<file path="src/rtl/psw_pkg.sv">
package psw_pkg;

    typedef enum logic [2:0] {
        ST_IDLE      = 3'd0,
        ST_DELAY     = 3'd1,
        ST_PULSE     = 3'd2,
        ST_ARMED     = 3'd3,
        ST_PHASE_A   = 3'd4,
        ST_HOLD_WAIT = 3'd5,
        ST_READY     = 3'd6,
        ST_PHASE_B   = 3'd7
    } psw_state_e;

    function automatic int unsigned max_u(input int unsigned a, input int unsigned b);
        return (a > b) ? a : b;
    endfunction

endpackage

</file>
<file path="src/rtl/psw_phase_gen.sv">
module psw_phase_gen #(
    parameter int DIV_W = 4
) (
    input  logic clk,
    input  logic rst_n,
    output logic ph0_o,
    output logic ph1_o,
    output logic slow_n_o
);
    localparam int SLOW_BIT = DIV_W - 1;

    logic [DIV_W-1:0] cnt_q;
    logic             tgl_q;
    logic             tick;

    // divide-by-4 tick from the two low bits
    assign tick = &cnt_q[1:0];

    always_ff @(posedge clk or negedge rst_n) begin
        if (!rst_n) begin
            cnt_q <= '0;
            tgl_q <= 1'b0;
        end else begin
            cnt_q <= cnt_q + 1'b1;
            if (tick) begin
                tgl_q <= ~tgl_q;
            end
        end
    end

    assign ph0_o    = tick & ~tgl_q;
    assign ph1_o    = tick & tgl_q;
    assign slow_n_o = ~cnt_q[SLOW_BIT];

endmodule

</file>
<file path="src/rtl/psw_hold_timer.sv">
module psw_hold_timer #(
    parameter int HOLD_CYC = 256
) (
    input  logic clk,
    input  logic rst_n,
    input  logic load_i,
    output logic hold_n_o
);
    localparam int             HW        = $clog2(HOLD_CYC + 1);
    localparam logic [HW-1:0]  HOLD_LOAD = HW'(HOLD_CYC);

    logic [HW-1:0] cnt_q;

    always_ff @(posedge clk or negedge rst_n) begin
        if (!rst_n) begin
            cnt_q <= '0;
        end else if (load_i) begin
            cnt_q <= HOLD_LOAD;
        end else if (cnt_q != '0) begin
            cnt_q <= cnt_q - 1'b1;
        end
    end

    assign hold_n_o = (cnt_q == '0);

endmodule

</file>
<file path="src/rtl/psw_req_latch.sv">
module psw_req_latch #(
    parameter int REQ_N = 2
) (
    input  logic             clk,
    input  logic             rst_n,
    input  logic             set_i,
    input  logic [REQ_N-1:0] ack_i,
    output logic [REQ_N-1:0] pend_o
);
    for (genvar g = 0; g < REQ_N; g++) begin : g_flag
        always_ff @(posedge clk or negedge rst_n) begin
            if (!rst_n) begin
                pend_o[g] <= 1'b1;
            end else if (set_i) begin
                pend_o[g] <= 1'b1;
            end else if (ack_i[g]) begin
                pend_o[g] <= 1'b0;
            end
        end
    end

endmodule

</file>
<file path="src/rtl/psw_switch_seq.sv">
module psw_switch_seq
    import psw_pkg::*;
#(
    parameter int DELAY_CYC = 47500,
    parameter int PULSE_CYC = 85,
    parameter int HOLD_CYC  = 256,
    parameter int REQ_N     = 2,
    parameter int DIV_W     = 4
) (
    input  logic             clk,
    input  logic             rst_n,
    input  logic             halt_sw_i,
    input  logic             stat_set_i,
    input  logic             addr_clr_i,
    input  logic             sw_touch_i,
    input  logic             ctl_touch_i,
    input  logic [REQ_N-1:0] req_ack_i,
    output logic             ph0_o,
    output logic             ph1_o,
    output logic             slow_clk_n_o,
    output logic             oneshot_o,
    output logic             armed_o,
    output logic             phase_a_o,
    output logic             phase_a_n_o,
    output logic             hold_n_o,
    output logic             ready_o,
    output logic             phase_b_o,
    output logic             phase_b_n_o,
    output logic             bus_req_n_o,
    output logic             lockout_o,
    output logic             stat_o,
    output logic [REQ_N-1:0] req_pend_o
);
    localparam int              SEQ_W     = $clog2(max_u(DELAY_CYC, PULSE_CYC) + 1);
    localparam logic [SEQ_W-1:0] DLY_LOAD = SEQ_W'(DELAY_CYC - 1);
    localparam logic [SEQ_W-1:0] PUL_LOAD = SEQ_W'(PULSE_CYC - 1);

    psw_state_e       state_q, state_d;
    logic [SEQ_W-1:0] seq_cnt_q;
    logic             seq_zero;
    logic             start;
    logic             enter_a;
    logic             enter_b;
    logic             ph0, ph1;
    logic             hold_n;
    logic             lock_q;
    logic             stat_q;

    // ---------------- divider and strobes ----------------
    psw_phase_gen #(.DIV_W(DIV_W)) u_phase (
        .clk      (clk),
        .rst_n    (rst_n),
        .ph0_o    (ph0),
        .ph1_o    (ph1),
        .slow_n_o (slow_clk_n_o)
    );

    // ---------------- hold window ----------------
    psw_hold_timer #(.HOLD_CYC(HOLD_CYC)) u_hold (
        .clk      (clk),
        .rst_n    (rst_n),
        .load_i   (enter_a),
        .hold_n_o (hold_n)
    );

    // ---------------- request flags ----------------
    psw_req_latch #(.REQ_N(REQ_N)) u_req (
        .clk    (clk),
        .rst_n  (rst_n),
        .set_i  (addr_clr_i | sw_touch_i | ctl_touch_i),
        .ack_i  (req_ack_i),
        .pend_o (req_pend_o)
    );

    // ---------------- transition terms ----------------
    assign seq_zero = (seq_cnt_q == '0);
    assign start    = (state_q == ST_IDLE) && halt_sw_i && !lock_q;
    assign enter_a  = (state_q == ST_ARMED) && ph0;
    assign enter_b  = (state_q == ST_READY) && ph0;

    // ---------------- state register ----------------
    always_ff @(posedge clk or negedge rst_n) begin
        if (!rst_n) begin
            state_q <= ST_IDLE;
        end else begin
            state_q <= state_d;
        end
    end

    // ---------------- next state ----------------
    always_comb begin
        state_d = state_q;
        unique case (state_q)
            ST_IDLE:      if (start)    state_d = ST_DELAY;      // start
            ST_DELAY:     if (seq_zero) state_d = ST_PULSE;      // delay_done
            ST_PULSE:     if (seq_zero) state_d = ST_ARMED;      // pulse_done
            ST_ARMED:     if (ph0)      state_d = ST_PHASE_A;    // arm_fire
            ST_PHASE_A:   if (ph0)      state_d = ST_HOLD_WAIT;  // a_done
            ST_HOLD_WAIT: if (hold_n)   state_d = ST_READY;      // hold_done
            ST_READY:     if (ph0)      state_d = ST_PHASE_B;    // b_fire
            ST_PHASE_B:   if (ph0)      state_d = ST_IDLE;       // b_done
            default:                    state_d = ST_IDLE;
        endcase
    end

    // ---------------- delay / pulse counter ----------------
    always_ff @(posedge clk or negedge rst_n) begin
        if (!rst_n) begin
            seq_cnt_q <= '0;
        end else if (start) begin
            seq_cnt_q <= DLY_LOAD;
        end else if (state_q == ST_DELAY) begin
            seq_cnt_q <= seq_zero ? PUL_LOAD : seq_cnt_q - 1'b1;
        end else if (state_q == ST_PULSE && !seq_zero) begin
            seq_cnt_q <= seq_cnt_q - 1'b1;
        end
    end

    // ---------------- lockout and status flags ----------------
    always_ff @(posedge clk or negedge rst_n) begin
        if (!rst_n) begin
            lock_q <= 1'b0;
        end else if (enter_b) begin
            lock_q <= 1'b1;
        end else if (!halt_sw_i) begin
            lock_q <= 1'b0;
        end
    end

    always_ff @(posedge clk or negedge rst_n) begin
        if (!rst_n) begin
            stat_q <= 1'b0;
        end else if (enter_a) begin
            stat_q <= 1'b0;
        end else if (stat_set_i) begin
            stat_q <= 1'b1;
        end
    end

    // ---------------- outputs ----------------
    always_comb begin
        oneshot_o = 1'b0;
        armed_o   = 1'b0;
        phase_a_o = 1'b0;
        ready_o   = 1'b0;
        phase_b_o = 1'b0;
        unique case (state_q)
            ST_IDLE, ST_DELAY, ST_HOLD_WAIT: ;
            ST_PULSE:   oneshot_o = 1'b1;
            ST_ARMED:   armed_o   = 1'b1;
            ST_PHASE_A: phase_a_o = 1'b1;
            ST_READY:   ready_o   = 1'b1;
            ST_PHASE_B: phase_b_o = 1'b1;
            default: ;
        endcase
        phase_a_n_o = ~phase_a_o;
        phase_b_n_o = ~phase_b_o;
        bus_req_n_o = ~(phase_b_o & ph1);
        hold_n_o    = hold_n;
        ph0_o       = ph0;
        ph1_o       = ph1;
        lockout_o   = lock_q;
        stat_o      = stat_q;
    end

endmodule

</file>
<file path="config.mk">
export PLATFORM = sky130hd
export DESIGN_NAME = psw_switch_seq
export DESIGN_NICKNAME = d
export VERILOG_FILES = /design/src/rtl/psw_pkg.sv /design/src/rtl/psw_phase_gen.sv /design/src/rtl/psw_hold_timer.sv /design/src/rtl/psw_req_latch.sv /design/src/rtl/psw_switch_seq.sv
export SDC_FILE = /design/constraint.sdc
export NUM_CORES = 1
export LEC_CHECK = 0
export ABC_CLOCK_PERIOD_IN_PS = 3100
export BUFFER_PORTS_ARGS = -buffer_cell sky130_fd_sc_hd__buf_2
export CORE_ASPECT_RATIO = 1.1
export CORE_UTILIZATION = 57
export DETAILED_ROUTE_END_ITERATION = 12
export PLACE_DENSITY = 0.77
export SYNTH_ARGS = -nofsm -noshare
export SYNTH_HDL_FRONTEND = slang
export SYNTH_SLANG_ARGS = --single-unit
</file>
<file path="constraint.sdc">
create_clock -name clk -period 3.1 [get_ports clk]
set_input_delay 0.93 -clock clk [delete_from_list [all_inputs] [get_ports clk]]
set_output_delay 0.93 -clock clk [all_outputs]
set_load 0.005 [all_outputs]
</file>
==> reports/metrics.cfg, run 1 <==
[clock_tree]
htreeDepth = 2
clk_latency_ps = 330
numClockSinks = 37
holdBufCountCts = 0
cts_inserted_buffers = 5
clock_path_buffers = 2
root_buffer = clkbuf_4
cts_tree = built
clkSlewWorstSetupHoldPaths_ps = 110

[placed_design]
dp_hpwl_um = 2880
numPortBuffers = 24
gp_congestion = 0.792
dp_cells = 285

[synthesis]
yosys.cell_types.count = 46
ys_seq_area_frac = 0.464
synth.most_common_cell = dfrtp_1
synth-main-ff-cell = dfrtp_1
netlist_area_mm2 = 0.00200
yosys-top-cells-area = dfrtp_1 44%, ha_1 4.4%, a21oi_1 4.0%
syn-num-nets = 230
ys_ff_latch = 37
yosysWarnings = 0
yosysTopAreaCell = dfrtp_1
avgSynthCellArea_um2 = 9.34
netlist_top_cells_count = 35 x dfrtp_1, 18 x inv_1, 18 x nor2_1
synthesis.instances = 214
synthArstFlopShare = 1.00
synth_enable_flop_cells = 0
synth_top_area_share = 0.438

[pwr]
combPwrFrac = 0.020
p_clk_frac = 0.393
power.leakage_nw = 1.16
internal-power_mw = 0.658
finalPower_mw = 0.824
seq_power_share = 0.588
p_sw_mw = 0.166
p_sw_frac = 0.201
vdd_ir_drop_max_mv = 0.281
p_per_area_mw_per_mm2 = 354

[finish]
final_nets = 266
syn_to_final_growth_pct = 16.3
fillers = 293
drive_gt1_frac = 0.215
final_util = 0.698
antenna_cells = 0
fin_cells = 299

[drt]
ant_nets = 0
wl_per_cell_um = 13.8
drc = 0
drtIter0Drc = 63
vias = 1722
wl_um = 4120
vias_per_cell = 5.76
dr.pass1.iters = 4

[global_routing]
grtUsageTotal = 0.249
grt_max_degree = 38
overflow = 0
grt_pass1_wl_um = 7030
antenna_found_initial = 0
grt_pass1_vias = 1607

[floorplan]
die_w_um = 58.5
dieArea_mm2 = 0.00375
core-area_mm2 = 0.00333
die_h_um = 64.1
initial_core_util = 0.600
row_count = 22
io_pins = 25

[worst_setup_path]
crit_end = hold_n_o
startpoint_type = flop
cp.depth = 6
critPathBufInv = 3
slowest_delay_ps = 500
cp_data_required_time_ps = 2170
reg2reg_to = state_q[1]
rr_worst_depth = 8
crit_chain = inv_1 -> ha_4 -> or4b_4 -> or4_4 -> inv_2 -> buf_2
r2r_setup_slack_ps = 530
crit_fanout = 3
cp-startpoint = u_hold.cnt_q[1]
r2r-start = u_hold.cnt_q[1]
cp.arrival_ps = 2110
crit_family = simple AND/OR/NAND/NOR gates
cp_slowest_cell = or4_4
endpoint_kind = primary output
critical_path_class = reg -> out

[timing]
max_freq_ghz = 0.329
setup_viol = 0
final-hold-violation-count = 0
fin_hold_ws_ps = 463
fin_crit_sh = 0.980
finClkSkew_ps = 6.01
relSlewSlack = 0.473
maxSlewViolCount = 0
min_period_ps = 3040
worst_pin_slew_ps = 791

[worst_hold_path]
worstHoldPathType = reg -> reg

[status]
outcome = finished, final reports clean

[flow_run]
max-cap-violations = 0

## routing by layer
layer,wire (um),global-route usage,share of wire
met1,1960,0.344,0.48
met5,0,0,0
met3,250,0.0466,0.061
met2,1860,0.379,0.45
met4,46,0.110,0.011
## per-stage QoR
step	setup slack [ps]	setup TNS, ps	cell area, um2
floorplan	333	0	2000
global placement	259	0	2190
detailed placement	196	0	2190
CTS	26.2	0	2300
global route	-8.80	-8.80	2330
finish	62.0	0	2330
## worst min path at each step
stage,start,to,slack [ps],depth (start not counted)
2_1_floorplan,u_phase.cnt_q[0],u_phase.cnt_q[0],420,1
3_3_place_gp,u_phase.cnt_q[0],u_phase.cnt_q[0],450,1
3_5_place_dp,u_phase.cnt_q[0],u_phase.cnt_q[0],460,1
4_1_cts,u_phase.cnt_q[0],u_phase.cnt_q[0],470,1
5_1_grt,u_phase.cnt_q[0],u_phase.cnt_q[0],480,1
6_report,u_phase.cnt_q[0],u_phase.cnt_q[0],460,1
## power by group through the flow
stage          sequential, mW  combinational, mW  clock (mW)
2_1_floorplan           0.494            0.00170           0
5_1_grt                 0.484             0.0198       0.352
4_1_cts                 0.484             0.0172       0.333
6_report                0.484             0.0162       0.323
3_5_place_dp            0.493             0.0171           0
3_3_place_gp            0.493             0.0170           0
## logic make-up (layout without fill, tap and decap cells)
kind of cell	after synthesis	count (layout)	synth area share
compound gates	57	57	0.179
xor+xnor	7	7	0.0307
mux	2	2	0.0106
buf+inv	23	60	0.0444
fa+ha+maj	7	7	0.0438
simple gates	81	81	0.227
flops	37	37	0.464
## area by class of cell
type | count | area (um2) | share of cell area
multi-input combinational | 154 | 998 | 0.429
sequential | 37 | 928 | 0.399
timing repair buffer | 34 | 195 | 0.0839
inverter | 18 | 67.6 | 0.0290
tap | 48 | 60.1 | 0.0258
clock buffer | 6 | 41.3 | 0.0178
clock inverter | 2 | 35.0 | 0.0151
## state kept, by name, summed over array words and instances, names as in the netlist
signal and flops:
seq_cnt_q 16, state_q 3, lockout_o 1, u_hold.cnt_q 9, u_phase.tgl_q 1, u_phase.cnt_q 4, stat_o 1, u_req.pend_o 2
## cell usage in the layout (no fill, tap or decap), types with 3 or more instances in the layout
cell type / instances
a21oi_1: 16
a31oi_1: 4
and2_1: 4
buf_2: 24
buf_4: 10
clkbuf_4: 5
dfrtp_1: 35
ha_1: 6
inv_1: 16
nand2_1: 10
nand3_1: 4
nor2_1: 18
nor2b_1: 6
nor3_1: 8
nor4_1: 4
o21ai_0: 15
o22ai_1: 4
o41ai_1: 3
or3_1: 7
xnor2_1: 3
xor2_1: 4
## what timing repair did
item / CTS / global route
gates resized for setup: 4 / 1
buffers inserted: 4 / 2
endpoints found under the setup margin: 1 / 1
Note: power is estimated with default switching activity, not from simulation.
==> run 2: changes to the inputs <==
--- a/config.mk
+++ b/config.mk
@@ -10,6 +10,7 @@
 export CORE_ASPECT_RATIO = 1.1
 export CORE_UTILIZATION = 57
 export DETAILED_ROUTE_END_ITERATION = 12
+export MAX_ROUTING_LAYER = met4
 export PLACE_DENSITY = 0.77
 export SYNTH_ARGS = -nofsm -noshare
 export SYNTH_HDL_FRONTEND = slang
==> constraint.sdc (replaced) <==
create_clock -name clk -period 3.1 [get_ports clk]
set_input_delay 0.62 -clock clk [delete_from_list [all_inputs] [get_ports clk]]
set_output_delay 0.62 -clock clk [all_outputs]
set_load 0.005 [all_outputs]
==> reports/metrics.cfg, run 2 (same netlist as run 1, synthesis figures left out) <==
[status]
outcome = finished, final reports clean

[finish]
layout_common_cells = 35 x dfrtp_1, 24 x buf_2, 18 x nor2_1
largest_reg_flops = 16
drive_gt1_frac = 0.184
final_nets = 259
fillers = 291
antenna_cells = 0
reg.largest.list = seq_cnt_q x16, u_hold.cnt_q x9, u_phase.cnt_q x4
final_common_cell = dfrtp_1
syn_to_final_growth_pct = 13.3
stdcell_area_mm2 = 0.00226
regMostFlops = seq_cnt_q

[flow_run]
max-cap-violations = 0

[worst_setup_path]
crit_end = hold_n_o
cp_data_required_time_ps = 2480
r2r_setup_slack_ps = 540
crit_fanout = 6
startpoint_type = flop
cp.arrival_ps = 2320
endpoint_kind = primary output
r2r-start = u_hold.cnt_q[0]
cp-startpoint = u_hold.cnt_q[0]
critical_path_class = reg -> out
reg2reg_to = state_q[1]
rr_worst_depth = 7

[drt]
dr.pass1.iters = 4
wl_per_cell_um = 13.6
drc = 0
drtIter0Drc = 63
ant_nets = 0
vias_per_cell = 5.78
vias = 1689
wl_um = 3970

[global_routing]
use_met1 = 0.329
met3_usage = 0.0547
overflow = 0
grt_max_degree = 38
grtUsageTotal = 0.247
grt_pass1_vias = 1574
busiest_layer = met2
antenna_found_initial = 0
grt_pass1_wl_um = 6810
met2_usage = 0.375

[timing]
maxSlewViolCount = 0
fin_crit_sh = 0.950
final.setup.tns_ps = 0
min_period_ps = 2940
setup_viol = 0
relSlewSlack = 0.464
worst_pin_slew_ps = 804
grt_setup_unrepaired = false
finClkSkew_ps = 9.71
max_freq_ghz = 0.340
final-hold-violation-count = 0

[placed_design]
numPortBuffers = 24
dpl-instance-area_mm2 = 0.00218
gp_congestion = 0.796
dp_hpwl_um = 2800

[pwr]
combPwrFrac = 0.020
p_clk_frac = 0.399
seq_power_share = 0.581
p_sw_mw = 0.172
vdd_ir_drop_max_mv = 0.306
p_per_area_mw_per_mm2 = 368
internal-power_mw = 0.660
power.leakage_nw = 1.12
p_sw_frac = 0.207

[floorplan]
die_w_um = 58.5
core-area_mm2 = 0.00333
initial_core_util = 0.600
row_count = 22
io_pins = 25
dieArea_mm2 = 0.00375
die_h_um = 64.1

[clock_tree]
htreeDepth = 2
numClockSinks = 37
cts_tree = built
clock_path_buffers = 2
cts_inserted_buffers = 5
post_cts_buffers = 0
clkSlewWorstSetupHoldPaths_ps = 120
root_buffer = clkbuf_4
holdBufCountCts = 0
clk_latency_ps = 340

[worst_hold_path]
worstHoldPathType = in -> async

==> run 2: cell count changes in the layout (fill, tap and decap cells not counted), sizes merged <==
cell and change:
buf -7
==> run 2: through the flow <==
| stage | setup slack, ps | util | hold slack (ps) | total power, mW | std cells |
|---|---|---|---|---|---|
| after global routing | 53.7 | 0.680 | 401 | 0.862 | 292 |
| after CTS | 13.5 | 0.679 | 366 | 0.843 | 292 |
| final | 156 | 0.680 | 350 | 0.833 | 292 |
| after detailed placement | 411 | 0.655 | 462 | 0.511 | 284 |
| after floorplan | 598 | - | 324 | 0.495 | 214 |
| after global placement | 446 | 0.655 | 451 | 0.510 | 284 |
==> run 2: power by group through the flow <==
stage	combinational (mW)	sequential [mW]	clock, mW
after global routing	0.0196	0.484	0.358
after CTS	0.0172	0.484	0.341
after detailed placement	0.0172	0.493	0
after global placement	0.0170	0.493	0
final	0.0163	0.484	0.333
after floorplan	0.00170	0.494	0
==> run 2: metal layers <==
layer	up-vias	routed length, um
met5	-	0
met1	805	1890
li1	824	-
met4	0	48
met3	5	221
met2	55	1820
==> run 2: final cells by class <==
cell class	count	area, um2	share of cell area
flip-flops and latches	37	928	0.410
clock inverters	2	38.8	0.0171
multi-input cells	154	986	0.435
well taps	48	60.1	0.0265
clock buffers	6	41.3	0.0182
inverters	18	67.6	0.0298
repair buffers	27	143	0.0630
==> run 2: repair_timing <==
item	4_1_cts	5_1_grt
setup endpoints to repair	0	1
hold endpoints to repair	0	0
gates resized for setup	0	2
==> run 2: worst min path at each step <==
stage | cells after the start | to | slack (ps) | from
5_1_grt | 1 | stat_o | 400 | rst_n
6_report | 1 | u_hold.cnt_q[7] | 350 | rst_n
3_5_place_dp | 2 | u_req.pend_o[0] | 460 | u_req.pend_o[0]
2_1_floorplan | 0 | lockout_o | 320 | rst_n
4_1_cts | 1 | stat_o | 370 | rst_n
3_3_place_gp | 1 | u_phase.cnt_q[0] | 450 | u_phase.cnt_q[0]
==> run 2: critical path: stages (launching register included) <==
cell,delay [ps]
dfrtp_1,410
inv_1,90
ha_1,190
or4b_4,490
or4_4,540
inv_2,130
buf_2,120
